===== src/rtl/dlu_pkg.sv =====
`timescale 1ns/100ps
// Shared types for the dual-operand parallel load unit.
// Assumes a 5-bit register-file index and a four-pointer address bank.
package dlu_pkg;

    localparam int REG_IDX_W = 5;
    localparam int SEL_W     = 2;

    // Decoded view of one extension byte.
    typedef struct packed {
        logic                 hit;      // byte accepted this cycle
        logic                 paired;   // paired (whole register) shape
        logic [SEL_W-1:0]     s_sel;    // selectable pointer number
        logic                 s_use_ix; // pointer S adds its index
        logic                 t_use_ix; // pointer 3 adds its index
        logic [REG_IDX_W-1:0] dst0;     // destination of port-0 word
        logic [REG_IDX_W-1:0] dst1;     // destination of port-1 word
    } dlu_dec_t;

endpackage


===== src/rtl/dlu_decode.sv =====
`timescale 1ns/100ps
// Decodes the extension byte into source pointer, update modes and
// destination register indices. Purely combinational.
// Assumes the auxiliary bank starts at AX_BASE: low halves at +0/+1,
// high halves at +2/+3.
module dlu_decode
    import dlu_pkg::*;
#(
    parameter logic [REG_IDX_W-1:0] AX_BASE = 5'h18
) (
    input  logic     valid,
    input  logic [7:0] ext,
    output dlu_dec_t dec
);

    localparam logic [REG_IDX_W-1:0] LO0 = AX_BASE;
    localparam logic [REG_IDX_W-1:0] LO1 = AX_BASE + 5'd1;
    localparam logic [REG_IDX_W-1:0] HI0 = AX_BASE + 5'd2;
    localparam logic [REG_IDX_W-1:0] HI1 = AX_BASE + 5'd3;

    // Split the byte into its fields and pick the load shape.
    always_comb begin
        dec          = '0;
        dec.hit      = valid && (ext[7:6] == 2'b11);
        dec.paired   = (ext[1:0] == 2'b11);
        dec.s_use_ix = ext[2];
        dec.t_use_ix = ext[3];
        if (dec.paired) begin
            dec.s_sel = {1'b0, ext[5]};
            dec.dst0  = ext[4] ? HI1 : HI0;
            dec.dst1  = ext[4] ? LO1 : LO0;
        end else begin
            dec.s_sel = ext[1:0];
            dec.dst0  = ext[5] ? HI0 : LO0;
            dec.dst1  = ext[4] ? HI1 : LO1;
        end
    end

endmodule


===== src/rtl/dlu_ptr_step.sv =====
`timescale 1ns/100ps
// Computes the post-update value of one pointer: either a step of one
// or the addition of its signed index. Wraps modulo 2^W.
module dlu_ptr_step #(
    parameter int W = 16
) (
    input  logic [W-1:0] cur,
    input  logic [W-1:0] idx,
    input  logic         use_ix,
    output logic [W-1:0] nxt
);

    localparam logic [W-1:0] ONE = W'(1);

    // Choose the increment and add it with natural wrap.
    always_comb begin
        nxt = cur + (use_ix ? idx : ONE);
    end

endmodule


===== src/rtl/dlu_ptr_wb.sv =====
`timescale 1ns/100ps
// Registers the two updated pointer values and their per-pointer write
// enables for write-back one cycle after an accepted byte.
// Assumes the fixed second pointer is the last one (N-1) and that the
// selectable pointer never equals it.
module dlu_ptr_wb #(
    parameter int W     = 16,
    parameter int N     = 4,
    parameter int SEL_W = $clog2(N)
) (
    input  logic             clk,
    input  logic             rst_n,
    input  logic             hit,
    input  logic [SEL_W-1:0] s_sel,
    input  logic [W-1:0]     s_next,
    input  logic [W-1:0]     t_next,
    output logic [N-1:0]     we,
    output logic [N*W-1:0]   wdata
);

    localparam int T_LANE = N - 1;

    for (genvar i = 0; i < N; i++) begin : g_lane
        // Latch the new value for this lane when it is one of the two targets.
        always_ff @(posedge clk) begin
            if (!rst_n) begin
                we[i]            <= 1'b0;
                wdata[i*W +: W]  <= '0;
            end else if (i == T_LANE) begin
                we[i]            <= hit;
                wdata[i*W +: W]  <= t_next;
            end else begin
                we[i]            <= hit && (s_sel == SEL_W'(i));
                wdata[i*W +: W]  <= s_next;
            end
        end
    end

    assert_wb_pair_R8: assert property (@(posedge clk) disable iff (!rst_n)
        hit |=> ($countones(we) == 2) && we[T_LANE]);

    assert_wb_quiet_R1: assert property (@(posedge clk) disable iff (!rst_n)
        !hit |=> (we == '0));

endmodule


===== src/rtl/dual_load_unit.sv =====
`timescale 1ns/100ps
// Dual-operand parallel load unit. Decodes a load extension byte, drives
// two same-cycle memory reads (selectable pointer and pointer N-1),
// forwards the returned words as two register-file writes and registers
// the post-updated pointers for write-back.
// Assumes memory returns read data combinationally in the same cycle.
module dual_load_unit
    import dlu_pkg::*;
#(
    parameter int ADDR_W  = 16,
    parameter int DATA_W  = 16,
    parameter int NUM_PTR = 4,
    parameter logic [REG_IDX_W-1:0] AX_BASE = 5'h18
) (
    input  logic                      clk,
    input  logic                      rst_n,
    input  logic                      ext_valid,
    input  logic [7:0]                ext_byte,
    input  logic [NUM_PTR*ADDR_W-1:0] addr_regs,
    input  logic [NUM_PTR*ADDR_W-1:0] index_regs,
    output logic                      rd0_en,
    output logic [ADDR_W-1:0]         rd0_addr,
    input  logic [DATA_W-1:0]         rd0_data,
    output logic                      rd1_en,
    output logic [ADDR_W-1:0]         rd1_addr,
    input  logic [DATA_W-1:0]         rd1_data,
    output logic                      wr0_en,
    output logic [REG_IDX_W-1:0]      wr0_idx,
    output logic [DATA_W-1:0]         wr0_data,
    output logic                      wr1_en,
    output logic [REG_IDX_W-1:0]      wr1_idx,
    output logic [DATA_W-1:0]         wr1_data,
    output logic [NUM_PTR-1:0]        ptr_we,
    output logic [NUM_PTR*ADDR_W-1:0] ptr_wdata
);

    localparam int T_PTR = NUM_PTR - 1;
    localparam int LANES = 2;

    dlu_dec_t          dec;
    logic [ADDR_W-1:0] cur  [LANES];
    logic [ADDR_W-1:0] ofs  [LANES];
    logic              useo [LANES];
    logic [ADDR_W-1:0] nxt  [LANES];

    dlu_decode #(.AX_BASE(AX_BASE)) u_dec (
        .valid (ext_valid),
        .ext   (ext_byte),
        .dec   (dec)
    );

    // Gather the pre-update pointer, index and mode for each read lane.
    always_comb begin
        cur[0]  = addr_regs [dec.s_sel*ADDR_W +: ADDR_W];
        ofs[0]  = index_regs[dec.s_sel*ADDR_W +: ADDR_W];
        useo[0] = dec.s_use_ix;
        cur[1]  = addr_regs [T_PTR*ADDR_W +: ADDR_W];
        ofs[1]  = index_regs[T_PTR*ADDR_W +: ADDR_W];
        useo[1] = dec.t_use_ix;
    end

    for (genvar k = 0; k < LANES; k++) begin : g_step
        dlu_ptr_step #(.W(ADDR_W)) u_step (
            .cur    (cur[k]),
            .idx    (ofs[k]),
            .use_ix (useo[k]),
            .nxt    (nxt[k])
        );
    end

    // Drive both read ports and forward their words to the register file.
    always_comb begin
        rd0_en   = dec.hit;
        rd1_en   = dec.hit;
        rd0_addr = cur[0];
        rd1_addr = cur[1];
        wr0_en   = dec.hit;
        wr1_en   = dec.hit;
        wr0_idx  = dec.dst0;
        wr1_idx  = dec.dst1;
        wr0_data = rd0_data;
        wr1_data = rd1_data;
    end

    dlu_ptr_wb #(.W(ADDR_W), .N(NUM_PTR)) u_wb (
        .clk    (clk),
        .rst_n  (rst_n),
        .hit    (dec.hit),
        .s_sel  (dec.s_sel),
        .s_next (nxt[0]),
        .t_next (nxt[1]),
        .we     (ptr_we),
        .wdata  (ptr_wdata)
    );

    assert_idle_R1: assert property (@(posedge clk) disable iff (!rst_n)
        !(ext_valid && ext_byte[7:6] == 2'b11) |->
            !rd0_en && !rd1_en && !wr0_en && !wr1_en);

    assert_fixed_port_R2: assert property (@(posedge clk) disable iff (!rst_n)
        rd1_en |-> rd1_addr == addr_regs[T_PTR*ADDR_W +: ADDR_W]);

    assert_dst_distinct_R4: assert property (@(posedge clk) disable iff (!rst_n)
        wr0_en |-> wr0_idx != wr1_idx);

    assert_paired_src_R5: assert property (@(posedge clk) disable iff (!rst_n)
        (rd0_en && ext_byte[1:0] == 2'b11) |->
            (rd0_addr == addr_regs[0 +: ADDR_W] ||
             rd0_addr == addr_regs[ADDR_W +: ADDR_W]));

    assert_reset_quiet_R10: assert property (@(posedge clk)
        !rst_n |=> ptr_we == '0);

endmodule


===== config.mk =====
export PLATFORM = sky130hd
export DESIGN_NAME = dual_load_unit
export DESIGN_NICKNAME = d
export VERILOG_FILES = /design/src/rtl/dlu_pkg.sv /design/src/rtl/dlu_decode.sv /design/src/rtl/dlu_ptr_step.sv /design/src/rtl/dlu_ptr_wb.sv /design/src/rtl/dual_load_unit.sv
export SDC_FILE = /design/constraint.sdc
export NUM_CORES = 1
export LEC_CHECK = 0
export ABC_AREA = 1
export BUFFER_PORTS_ARGS = -buffer_cell sky130_fd_sc_hd__buf_2
export CORE_AREA = 2 2 122 124
export CTS_BUF_LIST = sky130_fd_sc_hd__clkbuf_4 sky130_fd_sc_hd__clkbuf_8
export DETAILED_ROUTE_END_ITERATION = 8
export DIE_AREA = 0 0 124 126
export GPL_TIMING_DRIVEN = 0
export PLACE_DENSITY_LB_ADDON = 0.1
export SLEW_MARGIN = 20
export SYNTH_ARGS = -nofsm -noshare
export SYNTH_HDL_FRONTEND = slang
export SYNTH_HIERARCHICAL = 1
export SYNTH_SLANG_ARGS = --single-unit

===== constraint.sdc =====
create_clock -name clk -period 2.6 [get_ports clk]
set_input_delay 0.13 -clock clk [delete_from_list [all_inputs] [get_ports clk]]
set_output_delay 0.13 -clock clk [all_outputs]
set_load 0.005 [all_outputs]

==> flow_summary.ini <==
[run_status]
outcome = finished, final reports clean

[finish]
drive_above_1_share_pct = 32.4
antenna_cells = 0
final_cells = 1485
n_fill_cell = 1603
fin_nets = 1504
area_delta_synth_final_pct = 32.4
final_util_pct = 50.2

[run]
drv_cap = 0

[critical_path]
worst_path_most_repeated_cell = nand2_1
cp_cell_sequence = buf_2, inv_1, nand2_1, nand2_4, buf_6, buf_4, nand2_1, nand3_1, nand2_1, ha_1, nand2_1, nand2_1, inv_1, nand2_1, a21oi_1, nand2_1, nand2_1, nand2_1, nand2_1, inv_1
cp_num_buf_inv = 6
crit_arrival_ps = 2590
cp-end-kind = flop
required_ps = 2790
max_stage_delay_ps = 400
crit_family = simple AND/OR/NAND/NOR gates
critPathLaunchType = primary input
cp_max_fo = 10
critPathKind = in2reg
cp_slowest_cell = ha_1

[pwr]
vdd_drop_max_uv = 140
p_per_area_nw_per_um2 = 379
power_leakage_nw = 5.31
fin_total_pwr_mw = 2.72

[clocking]
root_buffer = clkbuf_8
holdBufCountCts = 0
htreeDepth = 2
cts.path.max_buffers = 2
numCtsBuffers = 5
cts_tree = built
post_cts_buffers = 0
clk_pin_slew_ps = 80
numClockSinks = 36

[timing]
setup_tns_ps = 0
fin_crit_ps = 2400
drv_slew = 0
fmax_mhz = 418
hold_viol = 0
fin_crit_sh_pct = 92.1
setup_viol = 0

[synthesis]
synth_top_cell_area_share_pct = 27.1
synth_common_cells = 391 x nand2_1, 268 x inv_1, 96 x buf_4
synth-edff-count = 0
ys_types = 24
synth-main-ff-cell = dfxtp_1
syn_area_per_cell_um2 = 5.35
ys_async_sr_fraction_pct = 0
netlist_area_um2 = 5430
syn_inst = 1015
synth_top_cells_by_area = nand2_1 27%, inv_1 19%, dfxtp_1 13%, buf_4 13%, nand3_1 7.7%
yosys.area.top_type = nand2_1
yosysWarnings = 6
ys_seq_elements = 36
yosysMostFrequentCell = nand2_1
seq_area_frac_synth_pct = 13.3

[place]
dpl.cell_count = 1478
hpwl_um = 16800
portBuffers = 275
place_congestion = 0.910

[detailed_routing]
drtIter0Drc = 286
route.detailed.drc = 0
vias = 6272
drt-total-wl_um = 19400
drtAntennaViolNets = 0
via_per_inst = 4.22
wl_per_cell_um = 13.1
dr.pass1.iters = 5

[floorplan]
die_h_um = 126
ios = 317
num_rows = 44
start_util_pct = 37.9
die_area_um2 = 15600
coreArea_um2 = 14300
die_w_um = 124

[grt]
grt_pass1_wl_um = 28800
grt_max_degree = 11
antenna_found_initial = 0
grtUsageTotal_pct = 24.2
grt-ovfl-total = 0
grt_pass1_vias = 5609

[worst_hold_path]
hold_path_class = in2reg
-- what timing repair did --
item / 4_1_cts / 5_1_grt
endpoints found under the setup margin: 0 / 8
resized for setup: 0 / 14
hold endpoints to repair: 0 / 0
-- layout by cell type, fill, tap and decap left out --
cell type,instances
a21oi_1,15
and2_4,2
buf_2,282
buf_4,95
buf_6,11
clkbuf_2,2
clkbuf_4,4
clkbuf_8,7
conb_1,6
dfxtp_1,36
fa_1,2
ha_1,27
ha_2,3
inv_1,268
inv_2,3
inv_4,1
nand2_1,389
nand2_2,6
nand2_4,1
nand3_1,83
nand3b_1,4
nand4_1,2
nor2_1,25
nor2_4,1
nor3_1,2
nor3_2,4
or2_0,2
or2_1,2
xnor2_1,2
xor2_1,14
-- power breakdown --
group	leakage [nW]	total (mW)	internal (mW)	switching (mW)
combinational	4.96	1.60	0.746	0.851
clock	0.0503	0.451	0.236	0.214
sequential	0.299	0.673	0.632	0.0404
total	5.31	2.72	1.61	1.11
-- metrics by stage --
stage | area, um^2 | worst slack (ps) | hold slack (ps)
floorplan | 5440 | 434 | 311
global placement | 7050 | -218 | 410
detailed placement | 7050 | -218 | 418
CTS | 7140 | 104 | 110
global route | 7180 | -2.05 | 120
finish | 7180 | 205 | 123
-- registers in the layout, summed over array words and instances, names as in the netlist --
signal,cells
u_wb/wdata,32
u_wb/we,4
-- layer usage --
metal	track usage (%)	vias to the layer above	part of all wire, %
li1	-	3375	-
met1	31.4	2607	44
met2	41.2	258	46
met3	3.26	32	7.2
met4	7.67	0	2.7
met5	0	-	0
-- kinds of logic after synthesis --
kind of cell / count (synthesis) / synth area share (%)
buf+inv: 391 / 35.4
compound gates: 15 / 1.38
flops: 36 / 13.3
other cells: 2 / 0.138
xor+xnor: 16 / 2.58
fa+ha+maj: 32 / 7.66
simple gates: 523 / 39.6
-- final timing paths --
check,start,endpoint,slack (ps),depth (start not counted)
worst max-delay path,ext_byte[1],u_wb/wdata[47],200,20
worst min-delay path,rst_n,u_wb/wdata[56],120,3
-- area by class of cell --
| class | count | area [um^2] | area share, % |
|---|---|---|---|
| timing repair buffer | 275 | 1380 | 19.2 |
| multi-input combinational | 592 | 2830 | 39.3 |
| clock buffer | 7 | 96.3 | 1.34 |
| buffer | 119 | 912 | 12.7 |
| sequential | 36 | 721 | 10.0 |
| tap | 184 | 230 | 3.20 |
| inverter | 272 | 1020 | 14.2 |
No activity file was read; power rests on OpenSTA's default activity.
